[src/rtl/brt_pkg.sv]
package brt_pkg;

    typedef enum logic [1:0] {
        ST_IDLE = 2'd0,
        ST_HEAD = 2'd1,
        ST_BODY = 2'd2
    } brt_state_e;

    typedef enum logic [1:0] {
        SZ_N1 = 2'b00,
        SZ_N2 = 2'b01,
        SZ_N4 = 2'b10,
        SZ_N8 = 2'b11
    } brt_size_e;

    localparam logic [3:0] BRT_IDLE_NIB = 4'b0011;
    localparam logic [1:0] BRT_HEAD_TAG = 2'b10;

endpackage

[src/rtl/brt_size_cmp.sv]
module brt_size_cmp
    import brt_pkg::*;
#(
    parameter int ADDR_W = 32,
    parameter int NIB_W  = 4
) (
    input  logic [ADDR_W-1:0] cand_addr,
    input  logic [ADDR_W-1:0] ref_addr,
    input  logic              ref_ok,
    output brt_size_e         size_code
);
    localparam int LVL_N = 3;

    logic [LVL_N-1:0] upper_hit;

    // Level g checks that everything above the low (NIB_W << g) bits matches.
    generate
        for (genvar g = 0; g < LVL_N; g++) begin : g_lvl
            localparam int LO = NIB_W << g;
            assign upper_hit[g] = ref_ok &&
                (cand_addr[ADDR_W-1:LO] == ref_addr[ADDR_W-1:LO]);
        end
    endgenerate

    // The narrowest match wins.
    always_comb begin
        if (upper_hit[0])      size_code = SZ_N1;
        else if (upper_hit[1]) size_code = SZ_N2;
        else if (upper_hit[2]) size_code = SZ_N4;
        else                   size_code = SZ_N8;
    end

endmodule

[src/rtl/brt_pend_slot.sv]
module brt_pend_slot #(
    parameter int ADDR_W = 32
) (
    input  logic              clk,
    input  logic              rst_n,
    input  logic              push,
    input  logic [ADDR_W-1:0] push_addr,
    input  logic              pop,
    output logic              slot_vld,
    output logic [ADDR_W-1:0] slot_addr,
    output logic              ovf_seen
);
    always_ff @(posedge clk or negedge rst_n) begin
        if (!rst_n) begin
            slot_vld  <= 1'b0;
            slot_addr <= '0;
            ovf_seen  <= 1'b0;
        end else begin
            if (push) begin
                slot_vld  <= 1'b1;
                slot_addr <= push_addr;
            end else if (pop) begin
                slot_vld  <= 1'b0;
            end
            // An entry that is not being taken gets overwritten.
            if (push && slot_vld && !pop) begin
                ovf_seen <= 1'b1;
            end
        end
    end

endmodule

[src/rtl/brt_trace_port.sv]
module brt_trace_port
    import brt_pkg::*;
#(
    parameter int ADDR_W = 32,
    parameter int NIB_W  = 4
) (
    input  logic              clk,
    input  logic              rst_n,
    input  logic              br_valid,
    input  logic [ADDR_W-1:0] br_addr,
    output logic [NIB_W-1:0]  trc_data,
    output logic              trc_sync_n,
    output logic              ovf_flag
);
    localparam int NIB_CNT = ADDR_W / NIB_W;
    localparam int IDX_W   = $clog2(NIB_CNT);

    brt_state_e        state_q, state_d;
    logic [ADDR_W-1:0] cur_addr;
    brt_size_e         cur_code;
    logic [IDX_W-1:0]  nib_idx;
    logic [IDX_W-1:0]  last_idx;
    logic [ADDR_W-1:0] ref_addr;
    logic              ref_ok;

    logic              slot_vld;
    logic [ADDR_W-1:0] slot_addr;
    logic              finishing;
    logic              take;
    logic [ADDR_W-1:0] cmp_ref;
    logic              cmp_ok;
    brt_size_e         cmp_code;

    brt_pend_slot #(.ADDR_W(ADDR_W)) u_slot (
        .clk       (clk),
        .rst_n     (rst_n),
        .push      (br_valid),
        .push_addr (br_addr),
        .pop       (take),
        .slot_vld  (slot_vld),
        .slot_addr (slot_addr),
        .ovf_seen  (ovf_flag)
    );

    // On a back-to-back handover, compare against the packet that is finishing.
    assign cmp_ref = finishing ? cur_addr : ref_addr;
    assign cmp_ok  = finishing | ref_ok;

    brt_size_cmp #(.ADDR_W(ADDR_W), .NIB_W(NIB_W)) u_cmp (
        .cand_addr (slot_addr),
        .ref_addr  (cmp_ref),
        .ref_ok    (cmp_ok),
        .size_code (cmp_code)
    );

    always_comb begin
        unique case (cur_code)
            SZ_N1:   last_idx = IDX_W'(0);
            SZ_N2:   last_idx = IDX_W'(1);
            SZ_N4:   last_idx = IDX_W'(3);
            default: last_idx = IDX_W'(NIB_CNT - 1);
        endcase
    end

    assign finishing = (state_q == ST_BODY) && (nib_idx == last_idx);
    assign take      = slot_vld && ((state_q == ST_IDLE) || finishing);

    // Next-state logic.
    always_comb begin
        state_d = state_q;
        unique case (state_q)
            ST_IDLE: if (take) state_d = ST_HEAD;
            ST_HEAD: state_d = ST_BODY;
            ST_BODY: if (finishing) state_d = take ? ST_HEAD : ST_IDLE;
            default: state_d = ST_IDLE;
        endcase
    end

    // State register and the datapath.
    always_ff @(posedge clk or negedge rst_n) begin
        if (!rst_n) begin
            state_q  <= ST_IDLE;
            cur_addr <= '0;
            cur_code <= SZ_N8;
            nib_idx  <= '0;
            ref_addr <= '0;
            ref_ok   <= 1'b0;
        end else begin
            state_q <= state_d;
            if (take) begin
                cur_addr <= slot_addr;
                cur_code <= cmp_code;
            end
            if (state_q == ST_HEAD)      nib_idx <= '0;
            else if (state_q == ST_BODY) nib_idx <= nib_idx + IDX_W'(1);
            if (finishing) begin
                ref_addr <= cur_addr;
                ref_ok   <= 1'b1;
            end
        end
    end

    // Output decode.
    always_comb begin
        trc_data   = BRT_IDLE_NIB;
        trc_sync_n = 1'b1;
        unique case (state_q)
            ST_IDLE: begin
                trc_data   = BRT_IDLE_NIB;
                trc_sync_n = 1'b1;
            end
            ST_HEAD: begin
                trc_data   = {BRT_HEAD_TAG, cur_code};
                trc_sync_n = 1'b1;
            end
            ST_BODY: begin
                trc_data   = cur_addr[nib_idx*NIB_W +: NIB_W];
                trc_sync_n = 1'b0;
            end
            default: begin
                trc_data   = BRT_IDLE_NIB;
                trc_sync_n = 1'b1;
            end
        endcase
    end

endmodule

[config.mk]
export PLATFORM = sky130hd
export DESIGN_NAME = brt_trace_port
export DESIGN_NICKNAME = d
export VERILOG_FILES = /design/src/rtl/brt_pkg.sv /design/src/rtl/brt_size_cmp.sv /design/src/rtl/brt_pend_slot.sv /design/src/rtl/brt_trace_port.sv
export SDC_FILE = /design/constraint.sdc
export NUM_CORES = 1
export LEC_CHECK = 0
export BUFFER_PORTS_ARGS = -buffer_cell sky130_fd_sc_hd__buf_4
export CORE_UTILIZATION = 60
export CTS_CLUSTER_DIAMETER = 60
export DETAILED_ROUTE_END_ITERATION = 12
export GPL_TIMING_DRIVEN = 0
export PLACE_DENSITY = 0.8
export SETUP_SLACK_MARGIN = 0.3
export SLEW_MARGIN = 15
export SYNTH_ARGS = -nofsm -noshare
export SYNTH_HDL_FRONTEND = slang
export SYNTH_HIERARCHICAL = 1
export SYNTH_SLANG_ARGS = --single-unit
[constraint.sdc]
create_clock -name clk -period 3.8 [get_ports clk]
set_input_delay 0.57 -clock clk [delete_from_list [all_inputs] [get_ports clk]]
set_output_delay 0.57 -clock clk [all_outputs]
set_load 0.02 [all_outputs]
**After elaboration in Yosys (flattened, before gate mapping)**

Cells that the tools add are included.

- Add/sub/neg operators: 1
- Eq/ne operators: 10
- Shift-type cells: 1
- Mux-type cells: 15
- Bitwise gates (word level): 1
- Reductions and logical operators: 14

Operator list:

| cell | number |
|---|---|
| $mux 32 | 1 |
| $shiftx 32x6->4 | 1 |
| $eq 28x28->1 | 1 |
| $eq 24x24->1 | 1 |
| $eq 16x16->1 | 1 |
| $pmux 3 s3 | 1 |
| $mux 2 | 4 |
| $pmux 4 s2 | 1 |
| $logic_and 1x1->1 | 7 |
| $mux 3 | 2 |
| $pmux 2 s3 | 1 |
| $mux 1 | 5 |
| $eq 2x1->1 const B | 2 |
| $eq 2x2->1 const B | 2 |
| $logic_not 2->1 | 2 |
| $ne 2x2->1 const B | 2 |
| $reduce_bool 2->1 | 2 |
| $add 3x1->3 const B | 1 |
| $eq 3x3->1 | 1 |
| $reduce_and 2->1 | 1 |
| $logic_not 1->1 | 1 |
| $logic_or 1x1->1 | 1 |
| $or 1x1->1 | 1 |

- Register bits: 106
- Input bits: 35
- Output and inout bits: 6
- Logic and storage cells: 52

**Longest topological paths before layout**

- Depth in word-level cells: 10
- Depth in mapped cells: 11
- Gate-level depth less buffers: 10

**Modules after synthesis**

The synthesis kept the hierarchy.

Modules (own cells, without submodules):

| module | instances | cells an instance | area an instance (um2) | seq. area each (um2) |
|---|---|---|---|---|
| brt_trace_port | 1 | 205 | 3301.9 | 1804.2 |
| brt_pend_slot | 1 | 73 | 1407.6 | 850.8 |
| brt_size_cmp | 1 | 39 | 321.6 | 0.0 |

**Worst setup path after synthesis**

No wires, ideal clock.

- Kind: flip-flop to flip-flop
- Start point: register nib_idx[2]
- End point: register cur_code[0]
- Setup time: 82 ps
- Arrival: 2715 ps
- Data required time: 3718 ps
- Path slack: 1003 ps
- Stages on the path, launching flop included: 12
- Path buffers: 2
- Period minus slack after synthesis: 2797 ps
- Cells stage by stage: dfrtp_1 -> buf_6 -> nor4b_2 -> o31ai_1 -> a21oi_2 -> buf_2 -> mux2_2 -> xnor2_1 -> nand4_1 -> nor4_2 -> o2111ai_1 -> mux2_2

- Word-level cells in the longest chain between the ends: 8
- Elaborated cells between the ends (all ways): 15
- Those cells by class: eq/ne: 4; mux: 4; bitwise: 1; reduce/logical: 6

RTL lines:

| element | RTL line | source |
|---|---|---|
| from (decl) | brt_trace_port.sv:21 | `logic [IDX_W-1:0] nib_idx;` |
| from (signal assigned) | brt_trace_port.sv:95 | `else if (state_q == ST_BODY) nib_idx <= nib_idx + IDX_W'(1);` |
| $eq 3x3->1 (*) | brt_trace_port.sv:65 | `assign finishing = (state_q == ST_BODY) && (nib_idx == last_idx);` |
| $logic_and 1x1->1 (*) | brt_trace_port.sv:65 |  |
| $mux 32 (*) | -- |  |
| named net cmp_ref[27] | brt_trace_port.sv:30 | `logic [ADDR_W-1:0] cmp_ref;` |
| $eq 16x16->1 | brt_size_cmp.sv:21 | `(cand_addr[ADDR_W-1:LO] == ref_addr[ADDR_W-1:LO]);` |
| $logic_and 1x1->1 | brt_size_cmp.sv:20 | `assign upper_hit[g] = ref_ok &&` |
| $mux 1 | brt_size_cmp.sv:29 | `else if (upper_hit[2]) size_code = SZ_N4;` |
| $mux 2 | brt_size_cmp.sv:28 | `else if (upper_hit[1]) size_code = SZ_N2;` |
| $mux 2 (*) | brt_size_cmp.sv:27 | `if (upper_hit[0]) size_code = SZ_N1;` |
| named net cmp_code[0] | brt_trace_port.sv:32 | `brt_size_e cmp_code;` |
| to (signal assigned) | brt_trace_port.sv:92 | `cur_code <= cmp_code;` |
| to (decl) | brt_trace_port.sv:20 | `brt_size_e cur_code;` |

Mark *: on every way through the listed nets, which the timed path passes. The rest lies on a longest branch.
A chain may end at the register's enable or synchronous reset.

**Final worst setup path**

Ends and elaborated chain as after synthesis.

==> results.json <==
{
  "hpwl_mm": 6.24,
  "hold_viol": 0,
  "cp-endpoint": "cur_code[0]$_DFFE_PN1P_",
  "hold_buffers": 0,
  "worstHoldPathType": "in2async",
  "p_switching_mw": 1.28,
  "crit_family": "simple AND/OR/NAND/NOR gates",
  "reg2regPathDepth": 11,
  "start_util_pct": 62.6,
  "fin_setup_tns_ns": 0,
  "clk_latency_ns": 0.36,
  "syn_to_final_growth_pct": 13.4,
  "cts_sinks": 102,
  "cap_viol_max_count": 0,
  "track_usage_pct": 23.6,
  "grt_overflow_total": 0,
  "ys_warn_count": 6,
  "drc": 0,
  "wl_mm": 9.01,
  "power.internal_mw": 2.67,
  "grt_max_degree": 103,
  "crit_arrival_ns": 3.59,
  "irDropWorstVdd_mv": 0.422,
  "reg2reg_from": "nib_idx[2]$_DFFE_PN0N_",
  "cts_tree": "yes",
  "crit_type": "reg2reg",
  "cts-root-buf": "clkbuf_8",
  "swShare_pct": 32.4,
  "syn_nets": 349,
  "slew_violations": 0,
  "die-area_mm2": 0.00851,
  "viasPerCell": 5.69,
  "rows": 32,
  "p_leak_nw": 2.63,
  "crit_buf_inv": 2,
  "wire_per_inst_um": 19.2,
  "rrSetupSlack_ns": 0.51,
  "finalPower_mw": 3.95,
  "diodes": 0,
  "worstPathRequired_ns": 4.09,
  "syn_inst": 309,
  "syn_area_mm2": 0.00489,
  "clk_pin_slew_worst_paths_ns": 0.09,
  "status": "complete, no violations",
  "postSynthAreaPerCell_um2": 15.8,
  "setup_violations": 0,
  "cp-end-kind": "flop",
  "vias": 2663,
  "core_mm2": 0.00781,
  "crit_top_cell": "mux2_2",
  "dr.pass1.iters": 4,
  "die_w_um": 92.2,
  "fin_crit_ns": 3.29,
  "final_nets": 401,
  "combinationalPowerShare_pct": 40.9,
  "cts_made_buffers": 9,
  "drtIter0Drc": 149,
  "clkPwrFrac_pct": 17.5,
  "cp_slowest_stage_delay_ns": 0.42,
  "max_slew_margin_pct": 38.9,
  "drtAntennaViolNets": 0,
  "sequentialPowerShare_pct": 41.6,
  "final.period_utilization_pct": 86.7,
  "startpoint": "nib_idx[2]$_DFFE_PN0N_",
  "grt_pass1_vias": 2968,
  "worst_clock_skew_ns": 0.00791,
  "antenna_found_initial": 0,
  "place_congestion": 0.807,
  "critical_path.slowest_cell": "dfrtp_1",
  "fmax_mhz": 304,
  "portBuffers": 39,
  "power_density_mw_per_mm2": 714,
  "clockBufferDepth": 2,
  "htreeDepth": 3,
  "grt_setup_unrepaired": "false",
  "path_cells": "buf_6, nor4b_2, o31ai_1, a21oi_2, clkbuf_4, mux2_2, xnor2_1, nand4_1, nor4_4, o2111ai_1, mux2_2",
  "r2r-end": "cur_code[0]$_DFFE_PN1P_",
  "cp_max_fo": 10,
  "place_inst": 450,
  "cp-start-kind": "flop",
  "die_h_um": 92.2,
  "grt_pass1_wl_mm": 14.9,
  "cp_num_cells": 11,
  "tightestPinTransition_ns": 0.916,
  "ioPinCount": 41,
  "drive_above_1_share_pct": 49.2,
  "stdcell_count": 468
}
==> layout by cell type (no fill, tap or decap), types with 2 or more instances in the layout <==
cell type and n:
xnor2_1 16, buf_4 40, buf_8 3, buf_2 2, nor2_1 3, buf_12 3
clkbuf_8 10, clkbuf_4 2, mux2_4 57, nor4_1 3, nand2_1 8, o211ai_1 2
ha_1 5, mux2_2 38, xor2_1 12, inv_1 8, clkbuf_1 2, dfstp_2 2
buf_6 4, o21ai_0 4, nand4_1 3, dfrtp_1 100, mux4_2 8, mux2i_1 4
or3_1 2
==> metrics by stage <==
stage	setup WS, ns	instance area, um2	utilization [%]	hold WS (ns)
floorplan	1.04	4890	-	0.274
global placement	0.522	5310	68.0	0.447
detailed placement	0.357	5310	68.0	0.455
CTS	0.327	5510	70.6	0.339
global route	0.336	5540	70.9	0.368
finish	0.506	5540	70.9	0.301
==> layout make-up <==
| class | count | area, um2 |
|---|---|---|
| Sequential cell | 102 | 2550 |
| Timing Repair Buffer | 41 | 312 |
| Inverter | 8 | 30.0 |
| Multi-Input combinational cell | 186 | 2150 |
| Tap cell | 102 | 128 |
| Clock inverter | 4 | 55.1 |
| Clock buffer | 12 | 145 |
| Fill cell | 540 | 2270 |
| Buffer | 13 | 164 |
==> registers in the layout, summed over array words and instances (netlist names) <==
signal,cells
ref_ok,1
state_q,2
nib_idx,3
u_slot/ovf_seen,1
u_slot/slot_addr,32
u_slot/slot_vld,1
ref_addr,28
cur_addr,32
cur_code,2
==> worst min-delay path by stage <==
stage,endpoint,slack [ns]
3_3_place_gp,ref_ok$_DFFE_PN0P_,0.45
4_1_cts,u_slot/slot_addr[11]$_DFFE_PN0P_,0.34
2_1_floorplan,cur_addr[0]$_DFFE_PN0P_,0.27
3_5_place_dp,ref_ok$_DFFE_PN0P_,0.46
6_report,cur_addr[2]$_DFFE_PN0P_,0.30
5_1_grt,cur_addr[3]$_DFFE_PN0P_,0.37
==> power groups by stage <==
stage                     registers [mW]  logic (mW)  clock network, mW
after floorplan                     1.57        1.29                  0
after global placement              1.64        1.57                  0
after detailed placement            1.66        1.62                  0
after CTS                           1.64        1.62              0.712
after global routing                1.69        1.73              0.750
final                               1.65        1.62              0.691
==> metal layers <==
layer | share of wire, % | track usage [%] | wire length (um)
met5 | 0 | 0 | 0
met4 | 1.4 | 7.03 | 126
met3 | 3.6 | 5.22 | 320
met2 | 50 | 39.7 | 4520
met1 | 45 | 30.6 | 4040
==> timing repair <==
| action | CTS | global route |
|---|---|---|
| setup buffers | 0 | 2 |
| resized for setup | 0 | 3 |
| setup endpoints to repair | 0 | 2 |
Power figures use the tool's default switching activity.
